$ cat src/rtl/adc_seq_pkg.sv
package adc_seq_pkg;

    typedef enum logic [3:0] {
        ST_PWRUP,
        ST_RESET,
        ST_IDLE,
        ST_SETUP,
        ST_ACQ_LO,
        ST_GAP,
        ST_HOLD_LO,
        ST_CONV,
        ST_RD_SETUP,
        ST_RD_LO,
        ST_DONE,
        ST_RECOVER
    } seq_state_e;

    typedef struct packed {
        seq_state_e st;
        logic       mode;      // latched power-mode choice, 1 = shutdown
        logic       ref_off;   // reference assumed powered down
        logic       tmo;       // timeout pulse
        logic       eoc_meta;
        logic       eoc_sync;
    } seq_ctl_t;

endpackage

$ cat src/rtl/adc_seq_timer.sv
module adc_seq_timer #(
    parameter int TW = 8
) (
    input  logic          clk,
    input  logic          rst_n,
    input  logic          load,
    input  logic [TW-1:0] load_val,
    output logic          zero
);

    logic [TW-1:0] cnt_d, cnt_q;

    always_comb begin
        cnt_d = cnt_q;
        if (load) begin
            cnt_d = load_val;
        end else if (cnt_q != '0) begin
            cnt_d = cnt_q - 1'b1;
        end
    end

    always_ff @(posedge clk) begin
        if (!rst_n) begin
            cnt_q <= '0;
        end else begin
            cnt_q <= cnt_d;
        end
    end

    assign zero = (cnt_q == '0);

endmodule

$ cat src/rtl/adc_seq_capture.sv
module adc_seq_capture #(
    parameter int DW = 16
) (
    input  logic          clk,
    input  logic          rst_n,
    input  logic          cap_en,
    input  logic [DW-1:0] din,
    output logic          valid,
    output logic [DW-1:0] dout
);

    logic          valid_d, valid_q;
    logic [DW-1:0] data_d, data_q;

    always_comb begin
        valid_d = cap_en;
        data_d  = cap_en ? din : data_q;
    end

    always_ff @(posedge clk) begin
        if (!rst_n) begin
            valid_q <= 1'b0;
            data_q  <= '0;
        end else begin
            valid_q <= valid_d;
            data_q  <= data_d;
        end
    end

    assign valid = valid_q;
    assign dout  = data_q;


    cap_word_chk: assert property (@(posedge clk) disable iff (!rst_n)
        cap_en |=> (valid_q && data_q == $past(din)));

endmodule

$ cat src/rtl/adc_seq_top.sv
module adc_seq_top #(
    parameter int DW          = 16,
    parameter int CSL_CYC     = 2,
    parameter int CSH_CYC     = 3,
    parameter int ACQ_CYC     = 8,
    parameter int WAKE_CYC    = 1500000,
    parameter int EOC_TMO_CYC = 600,
    parameter int RST_CYC     = 4
) (
    input  logic          clk,
    input  logic          rst_n,
    input  logic          start_i,
    input  logic          mode_shdn_i,
    output logic          busy_o,
    output logic          res_valid_o,
    output logic [DW-1:0] res_data_o,
    output logic          timeout_o,
    output logic          adc_cs_n_o,
    output logic          adc_rc_o,
    output logic          adc_reset_o,
    input  logic          adc_eoc_n_i,
    input  logic [DW-1:0] adc_data_i
);
    import adc_seq_pkg::*;

    localparam int GAP_FAST = (CSH_CYC > ACQ_CYC) ? CSH_CYC : ACQ_CYC;
    localparam int GAP_WAKE = (WAKE_CYC > GAP_FAST) ? WAKE_CYC : GAP_FAST;
    localparam int MAX_A    = (GAP_WAKE > EOC_TMO_CYC) ? GAP_WAKE : EOC_TMO_CYC;
    localparam int MAX_B    = (RST_CYC > CSL_CYC) ? RST_CYC : CSL_CYC;
    localparam int MAX_C    = (MAX_B > CSH_CYC) ? MAX_B : CSH_CYC;
    localparam int MAXC     = (MAX_A > MAX_C) ? MAX_A : MAX_C;
    localparam int TW       = $clog2(MAXC + 1);

    seq_ctl_t      ctl_d, ctl_q;
    logic          tmr_load;
    logic [TW-1:0] tmr_val;
    logic          tmr_zero;
    logic          cap_en;

    adc_seq_timer #(.TW(TW)) timer_i (
        .clk      (clk),
        .rst_n    (rst_n),
        .load     (tmr_load),
        .load_val (tmr_val),
        .zero     (tmr_zero)
    );

    adc_seq_capture #(.DW(DW)) capture_i (
        .clk    (clk),
        .rst_n  (rst_n),
        .cap_en (cap_en),
        .din    (adc_data_i),
        .valid  (res_valid_o),
        .dout   (res_data_o)
    );

    always_comb begin
        ctl_d          = ctl_q;
        ctl_d.tmo      = 1'b0;
        ctl_d.eoc_meta = adc_eoc_n_i;
        ctl_d.eoc_sync = ctl_q.eoc_meta;
        tmr_load       = 1'b0;
        tmr_val        = '0;
        cap_en         = 1'b0;
        unique case (ctl_q.st)
            ST_PWRUP: begin
                ctl_d.st      = ST_RESET;
                ctl_d.ref_off = 1'b1;
                tmr_load      = 1'b1;
                tmr_val       = TW'(RST_CYC - 1);
            end
            ST_RESET: begin
                if (tmr_zero) ctl_d.st = ST_IDLE;
            end
            ST_IDLE: begin
                if (start_i) begin
                    ctl_d.st   = ST_SETUP;
                    ctl_d.mode = mode_shdn_i;
                end
            end
            ST_SETUP: begin
                ctl_d.st = ST_ACQ_LO;
                tmr_load = 1'b1;
                tmr_val  = TW'(CSL_CYC - 1);
            end
            ST_ACQ_LO: begin
                if (tmr_zero) begin
                    ctl_d.st = ST_GAP;
                    tmr_load = 1'b1;
                    tmr_val  = ctl_q.ref_off ? TW'(GAP_WAKE - 1) : TW'(GAP_FAST - 1);
                end
            end
            ST_GAP: begin
                if (tmr_zero) begin
                    ctl_d.st = ST_HOLD_LO;
                    tmr_load = 1'b1;
                    tmr_val  = TW'(CSL_CYC - 1);
                end
            end
            ST_HOLD_LO: begin
                if (tmr_zero) begin
                    ctl_d.st = ST_CONV;
                    tmr_load = 1'b1;
                    tmr_val  = TW'(EOC_TMO_CYC - 1);
                end
            end
            ST_CONV: begin
                if (!ctl_q.eoc_sync) begin
                    ctl_d.st = ST_RD_SETUP;
                end else if (tmr_zero) begin
                    ctl_d.st      = ST_RESET;
                    ctl_d.tmo     = 1'b1;
                    ctl_d.ref_off = 1'b1;
                    tmr_load      = 1'b1;
                    tmr_val       = TW'(RST_CYC - 1);
                end
            end
            ST_RD_SETUP: begin
                ctl_d.st = ST_RD_LO;
                tmr_load = 1'b1;
                tmr_val  = TW'(CSL_CYC - 1);
            end
            ST_RD_LO: begin
                if (tmr_zero) begin
                    cap_en        = 1'b1;
                    ctl_d.ref_off = ctl_q.mode;
                    ctl_d.st      = ST_DONE;
                end
            end
            ST_DONE: begin
                ctl_d.st = ST_RECOVER;
                tmr_load = 1'b1;
                tmr_val  = TW'(CSH_CYC - 1);
            end
            ST_RECOVER: begin
                if (tmr_zero) ctl_d.st = ST_IDLE;
            end
            default: ctl_d.st = ST_PWRUP;
        endcase
    end

    always_ff @(posedge clk) begin
        if (!rst_n) begin
            ctl_q <= '{st: ST_PWRUP, mode: 1'b1, ref_off: 1'b1, tmo: 1'b0,
                       eoc_meta: 1'b1, eoc_sync: 1'b1};
        end else begin
            ctl_q <= ctl_d;
        end
    end

    assign adc_cs_n_o  = !(ctl_q.st inside {ST_ACQ_LO, ST_HOLD_LO, ST_RD_LO});
    assign adc_reset_o = (ctl_q.st == ST_RESET);
    assign busy_o      = (ctl_q.st != ST_IDLE);
    assign timeout_o   = ctl_q.tmo;

    always_comb begin
        unique case (ctl_q.st)
            ST_SETUP, ST_ACQ_LO:         adc_rc_o = 1'b0;
            ST_GAP, ST_HOLD_LO, ST_CONV: adc_rc_o = ctl_q.mode;
            default:                     adc_rc_o = 1'b1;
        endcase
    end


    rc_setup_chk: assert property (@(posedge clk) disable iff (!rst_n)
        $fell(adc_cs_n_o) |-> $stable(adc_rc_o));


    first_edge_rc_chk: assert property (@(posedge clk) disable iff (!rst_n)
        ($fell(adc_cs_n_o) && $past(ctl_q.st) == ST_SETUP) |-> !adc_rc_o);


    reset_cs_high_chk: assert property (@(posedge clk) disable iff (!rst_n)
        adc_reset_o |-> adc_cs_n_o);


    valid_single_chk: assert property (@(posedge clk) disable iff (!rst_n)
        res_valid_o |=> !res_valid_o);


    busy_start_ignored_chk: assert property (@(posedge clk) disable iff (!rst_n)
        (busy_o && start_i) |=> $stable(ctl_q.mode));


    timeout_reset_chk: assert property (@(posedge clk) disable iff (!rst_n)
        timeout_o |-> (adc_reset_o && !res_valid_o));

endmodule

$ cat config.mk
export PLATFORM = sky130hd
export DESIGN_NAME = adc_seq_top
export DESIGN_NICKNAME = d
export VERILOG_FILES = /design/src/rtl/adc_seq_pkg.sv /design/src/rtl/adc_seq_timer.sv /design/src/rtl/adc_seq_capture.sv /design/src/rtl/adc_seq_top.sv
export SDC_FILE = /design/constraint.sdc
export NUM_CORES = 1
export LEC_CHECK = 0
export ABC_AREA = 1
export BUFFER_PORTS_ARGS = -buffer_cell sky130_fd_sc_hd__buf_2
export CORE_ASPECT_RATIO = 0.7
export CORE_MARGIN = 4
export CORE_UTILIZATION = 55
export DETAILED_ROUTE_END_ITERATION = 16
export PLACE_DENSITY = 0.78
export SKIP_CTS_REPAIR_TIMING = 1
export SLEW_MARGIN = 20
export SYNTH_ARGS = -nofsm -noshare
export SYNTH_HDL_FRONTEND = slang
export SYNTH_SLANG_ARGS = --single-unit
$ cat constraint.sdc
create_clock -name clk -period 2.8 [get_ports clk]
set_clock_uncertainty 0.2 [all_clocks]
set_input_delay 0 -clock clk [delete_from_list [all_inputs] [get_ports clk]]
set_output_delay 0 -clock clk [all_outputs]
set_load 0.02 [all_outputs]
==> run_results.csv, run 1 <==
group,metric,value,unit
outcome,status,"completed",
sta,fin_tns_setup,0,ns
sta,finalSetupViolCount,0,
clock_network,clk_path_buf_depth,2,
clock_network,cts-root-buf,"clkbuf_8",
clock_network,cts-htree-levels,2,
routing,drc_errors,0,
global_routing,grt_pass1_vias,2145,
floorplanning,dieArea,0.00569,mm^2
setup_path,critPathMaxFanout,6,
floorplanning,ios,43,
logic_synthesis,synth.net_count,363,
sta,worst_pin_slew,0.420,ns
logic_synthesis,seq_area_frac_synth,0.378,
clock_network,clock_latency,0.30,ns
routing,drt-total-wl,5.92,mm
final_layout,instances_no_fill,461,
placed_design,port_buffers,42,
final_layout,final_common_cell,"nor2_1",
setup_path,cp_data_required_time,2.85,ns
sta,slew_headroom,0.720,
power,p_sw_frac,0.512,
routing,avgRoutedWirePerCell,12.8,um
min_path,hp-class,"in2reg",
floorplanning,start_util,0.572,
floorplanning,fp.dieH,64.3,um
clock_network,path_clk_slew,0.09,ns
placed_design,placed_cells,432,
final_layout,fill_cells,387,
logic_synthesis,ys_ff_latch,47,
global_routing,grt_usage,0.209,
floorplanning,chipWidth,88.4,um
final_layout,seq_area,941,um^2
setup_path,crit_path_end_kind,"register",
final_layout,layout_common_cells,"78 x nor2_1, 47 x dfxtp_1, 44 x nand2_1",
sta,fin_crit,2.61,ns
clock_network,cts_made_buffers,5,
power,power.total,3630,uW
logic_synthesis,synthArstFlopShare,0,
power,power_density,1200,mW/mm^2
routing,ant_nets,0,
logic_synthesis,synth_edf_count,0,
flow_run,cap_viol_max_count,0,
global_routing,grt_pass1_wl,9.52,mm
power,ir_drop,0.684,mV
setup_path,start_kind,"register",
final_layout,n_antenna_cell,0,
setup_path,worstSetupPathType,"reg2reg",
routing,vias,2384,
sta,finalCritPeriodShare,0.932,
clock_network,numClockSinks,47,
global_routing,grt_max_degree,26,
sta,hold_slack,0.0632,ns
power,pwr-share-seq,0.268,
power,clkPwrFrac,0.115,
sta,clock.fmax,383,MHz
logic_synthesis,synthFlopType,"dfxtp_1",
final_layout,drive_gt1_frac,0.222,
routing,drt_iter0_markers,108,
final_layout,multi_input_area,0.00135,mm^2
logic_synthesis,yosysWarnings,0,
power,switching_power,1860,uW
floorplanning,coreArea,0.00435,mm^2
power,p_leak,0.00143,uW
sta,hold_viol,0,
global_routing,grt_overflow_total,0,
clock_network,cts_tree,"yes",
logic_synthesis,synth_area,0.00249,mm^2
power,pwr-share-comb,0.617,
sta,rsz0062_at_grt,"false",
logic_synthesis,synthCells,341,
final_layout,nNetsFinal,427,
placed_design,gp_congestion,0.906,
setup_path,arrival,2.66,ns
routing,viasPerCell,5.17,
logic_synthesis,ys_types,38,
logic_synthesis,syn_area_per_cell,7.31,um^2
final_layout,area_growth,21.3,%
final_layout,final_util,0.694,
sta,maxSlewViolCount,0,
floorplanning,row_count,20,
global_routing,antenna_found_initial,0,
routing,firstDrtPassIters,5,
power,p_int,1770,uW
placed_design,post-dp-hpwl,4.27,mm
-- cell usage after synthesis (3+ instances only) --
master | count | area (um^2)
nor2_1 | 78 | 293
dfxtp_1 | 47 | 941
nand2_1 | 44 | 165
inv_1 | 29 | 109
o21ai_0 | 28 | 140
a21oi_1 | 22 | 110
nand3_1 | 13 | 65.1
inv_2 | 8 | 30.0
nand2_2 | 7 | 43.8
nand4_1 | 6 | 37.5
nor3_1 | 5 | 25.0
nor2_4 | 4 | 45.0
nor4_1 | 4 | 25.0
or2_2 | 4 | 25.0
xnor2_1 | 4 | 35.0
xor2_1 | 4 | 35.0
buf_6 | 3 | 33.8
nand2_4 | 3 | 33.8
nor2_2 | 3 | 18.8
nor2_8 | 3 | 60.1
-- final timing paths --
kind              cells past startpoint  startpoint        to  slack (ns)
setup / recovery                      8    ctl_q[6]  ctl_q[4]        0.19
hold / removal                        5     start_i  ctl_q[8]        0.06
setup reg to reg                      8    ctl_q[6]  ctl_q[4]        0.19
hold reg to reg                       1    ctl_d[0]  ctl_q[0]        0.23
-- power groups by stage --
stage                     Combinational, uW  Clock (uW)  Sequential (uW)
after floorplan                        1840           0              963
after global placement                 2170           0              981
after detailed placement               2190           0              985
after CTS                              2200         427              970
after global routing                   2500         458              990
final                                  2240         419              972
-- critical path, stage by stage (launching register included) --
cell and delay [ns]:
dfxtp_1 0.40, inv_1 0.14, nor2_1 0.22, nand2_1 0.10
nor2_1 0.21, nand2_1 0.08, dlygate4sd3_1 0.56, o211ai_1 0.08
dlygate4sd3_1 0.58
-- state kept, by name, summed over array words and instances, names as in the netlist --
register         cells
timeout_o            1
capture_i.dout      16
ctl_q                7
ctl_d                1
timer_i.cnt_q       21
capture_i.valid      1
-- per-stage QoR --
stage | instance area, um^2 | setup WS [ns]
2_1_floorplan | 2490 | 0.955
3_3_place_gp | 2720 | 0.700
3_5_place_dp | 2720 | 0.630
4_1_cts | 2810 | 0.622
5_1_grt | 3020 | 0.0472
6_report | 3020 | 0.190
-- metal layers --
layer	share of wire	vias up	GRT usage
li1	-	1238	-
met1	0.51	1064	0.306
met2	0.42	75	0.304
met3	0.063	7	0.0580
met4	0.0078	0	0.0396
met5	0	-	0
-- cell type report --
type,count,share of cell area
clock buffers,6,0.0240
clock inverters,2,0.00580
inverters,38,0.0489
multi-input cells,250,0.448
flip-flops and latches,47,0.311
well taps,55,0.0228
repair buffers,63,0.139
-- logic make-up after synthesis --
kind of cell,count (synthesis),share of synthesized area
fa+ha+maj,1,0.00502
xor+xnor,8,0.0281
compound gates,59,0.132
buf+inv,44,0.0789
flops,47,0.378
simple gates,182,0.379
Power figures use the tool's default switching activity.
==> run 2, diff against run 1 <==
--- a/config.mk
+++ b/config.mk
@@ -8,12 +8,12 @@
 export ABC_AREA = 1
 export BUFFER_PORTS_ARGS = -buffer_cell sky130_fd_sc_hd__buf_2
 export CORE_ASPECT_RATIO = 0.7
-export CORE_MARGIN = 4
 export CORE_UTILIZATION = 55
 export DETAILED_ROUTE_END_ITERATION = 16
-export PLACE_DENSITY = 0.78
+export PLACE_DENSITY = 0.77
 export SKIP_CTS_REPAIR_TIMING = 1
 export SLEW_MARGIN = 20
 export SYNTH_ARGS = -nofsm -noshare
 export SYNTH_HDL_FRONTEND = slang
+export SYNTH_HIERARCHICAL = 1
 export SYNTH_SLANG_ARGS = --single-unit
==> run 2 against run 1 <==
Net effect: total power decreased by 2.6%; via count rose by 27%; non-clock buffer count increased by 3; critical path type unchanged; global-route usage increased by 5.6 points; sequential share of layout area decreased by 3.6 points; critical path depth unchanged; sequential cell count unchanged.
==> run_results.csv, run 2 <==
group,metric,value,unit
placed_design,placed_area,0.00310,mm^2
power,p_leak,0.00173,uW
floorplanning,ios,43,
floorplanning,start_util,0.584,
global_routing,grt_overflow_total,0,
setup_path,worstPathCellList,"inv_1 -> nor2_2 -> nand3_1 -> inv_1 -> nand2_1 -> dlygate4sd3_1 -> nand3_1 -> dlygate4sd3_1",
final_layout,final_common_cell,"nand2_1",
setup_path,slowest_stage,"dlygate4sd3_1",
logic_synthesis,yosys.area_share.simple,0.437,
logic_synthesis,synth_edf_count,0,
min_path,hp-class,"in2reg",
clock_network,numClockSinks,47,
clock_network,clk_path_buf_depth,2,
routing,viasPerCell,5.06,
outcome,status,"completed",
sta,rsz0062_at_grt,"false",
final_layout,design_area,0.00341,mm^2
final_layout,top_register,"timer_i/cnt_q",
setup_path,cp_data_required_time,2.85,ns
floorplanning,chipWidth,87.9,um
setup_path,start_kind,"register",
clock_network,cts-root-buf,"clkbuf_8",
min_path,hold_path_depth,7,
final_layout,drive_gt1_frac,0.170,
logic_synthesis,synthMuxAreaShare,0,
global_routing,grt_usage,0.265,
routing,drt-total-wl,7.60,mm
logic_synthesis,synth_area,0.00284,mm^2
setup_path,crit_path_end_kind,"register",
sta,fin_crit,2.71,ns
global_routing,grt_max_degree,34,
setup_path,slowest_delay,0.57,ns
routing,firstDrtPassIters,5,
final_layout,nNetsFinal,550,
sta,fin_tns_setup,0,ns
floorplanning,dieArea,0.00546,mm^2
clock_network,cts_tree,"yes",
logic_synthesis,seq_area_frac_synth,0.332,
logic_synthesis,yosysWarnings,6,
logic_synthesis,synthFlopType,"dfxtp_1",
logic_synthesis,synth_top_family_by_area,"simple AND/OR/NAND/NOR gates",
routing,vias,3021,
logic_synthesis,synth_area_leaders,"dfxtp_1 33%, nand2_1 17%, nor2_1 12%",
routing,drc_errors,0,
placed_design,gp_congestion,0.965,
logic_synthesis,synth_top_area_share,0.332,
logic_synthesis,yosysMostFrequentCell,"nand2_1",
final_layout,instances_no_fill,597,
routing,drt_iter0_markers,247,
setup_path,critPathMaxFanout,6,
routing,ant_nets,0,
sta,maxSlewViolCount,0,
sta,clock.fmax,368,MHz
logic_synthesis,synthCells,458,
logic_synthesis,synthArstFlopShare,0,
global_routing,antenna_found_initial,0,
setup_path,arrival,2.77,ns
clock_network,cts_made_buffers,5,
placed_design,placed_cells,568,
clock_network,clock_latency,0.31,ns
logic_synthesis,synth_top_cell_by_area,"dfxtp_1",
flow_run,cap_viol_max_count,0,
clock_network,path_clk_slew,0.10,ns
final_layout,n_antenna_cell,0,
sta,finalSetupViolCount,0,
final_layout,layout_common_cells,"132 x nand2_1, 86 x nor2_1, 50 x inv_1",
setup_path,worstRegToRegCells,8,
sta,worst_pin_slew,0.555,ns
logic_synthesis,synth_xor_area_frac,0.0154,
global_routing,grt_pass1_vias,2488,
routing,avgRoutedWirePerCell,12.7,um
final_layout,area_growth,20.3,%
logic_synthesis,syn_area_per_cell,6.20,um^2
floorplanning,fp.dieH,62.1,um
sta,hold_viol,0,
clock_network,cts-htree-levels,2,
placed_design,post-dp-hpwl,5.03,mm
sta,finalCritPeriodShare,0.969,
logic_synthesis,ys_top_cells_by_count,"132 x nand2_1, 88 x nor2_1, 52 x inv_1",
logic_synthesis,synthAdderAreaFrac,0.00882,
power,power_density,1040,mW/mm^2
floorplanning,row_count,21,
power,ir_drop,0.413,mV
setup_path,worstSetupPathType,"reg2reg",
final_layout,largest_register_ffs,21,
logic_synthesis,ys_types,35,
logic_synthesis,ys_ff_latch,47,
sta,slew_headroom,0.630,
global_routing,grt_pass1_wl,11.1,mm
placed_design,port_buffers,42,
floorplanning,coreArea,0.00486,mm^2
logic_synthesis,synth_compound_area_frac,0.0961,
[run 2: kinds of logic after synthesis]
logic type / after synthesis
simple gates: 286
buf+inv: 69
compound gates: 48
flops: 47
xor+xnor: 5
fa+ha+maj: 2
other cells: 1
[run 2: area by class of cell]
class	count	area, um^2
Inverter	59	221
Multi-Input combinational cell	348	1630
Clock buffer	5	68.8
Timing Repair Buffer	66	443
Tap cell	69	86.3
Sequential cell	47	941
Fill cell	420	1450
Clock inverter	3	22.5
[run 2: final timing paths]
path | startpoint | to | slack, ns
worst min register to register | ctl_d[0] | ctl_q[0] | 0.23
worst max register to register | ctl_q[6] | ctl_q[4] | 0.09
worst min-delay path | start_i | ctl_q[5] | 0.1
worst max-delay path | ctl_q[6] | ctl_q[4] | 0.09
[run 2: power by group]
part	switching [uW]	internal [uW]	leakage [uW]
logic	1410	707	0.00130
clock network	259	180	0.0000485
registers	163	816	0.000384
[run 2: critical path, delay by kind of cell (launching register included)]
family                 cells  cell delay [ns]
flip-flops                 1             0.45
AND/OR/NAND/NOR            4             0.58
buffers and inverters      4             1.43
[run 2: routing by layer]
layer | global-route usage | wire length (um)
met3 | 0.0568 | 641
met4 | 0.0773 | 76
met5 | 0 | 0
met2 | 0.391 | 3300
met1 | 0.389 | 3580
[run 2: stage by stage]
step                      worst slack [ns]  total power, uW  hold WS, ns  utilization
after floorplan                      0.391             2560       -0.116            -
after CTS                           0.0950             3440       -0.325        0.656
after global routing               0.00749             3840        0.133        0.702
final                               0.0855             3530       0.0965        0.702
after detailed placement             0.127             3000    -0.000961        0.638
after global placement               0.205             2950     -0.00558        0.638
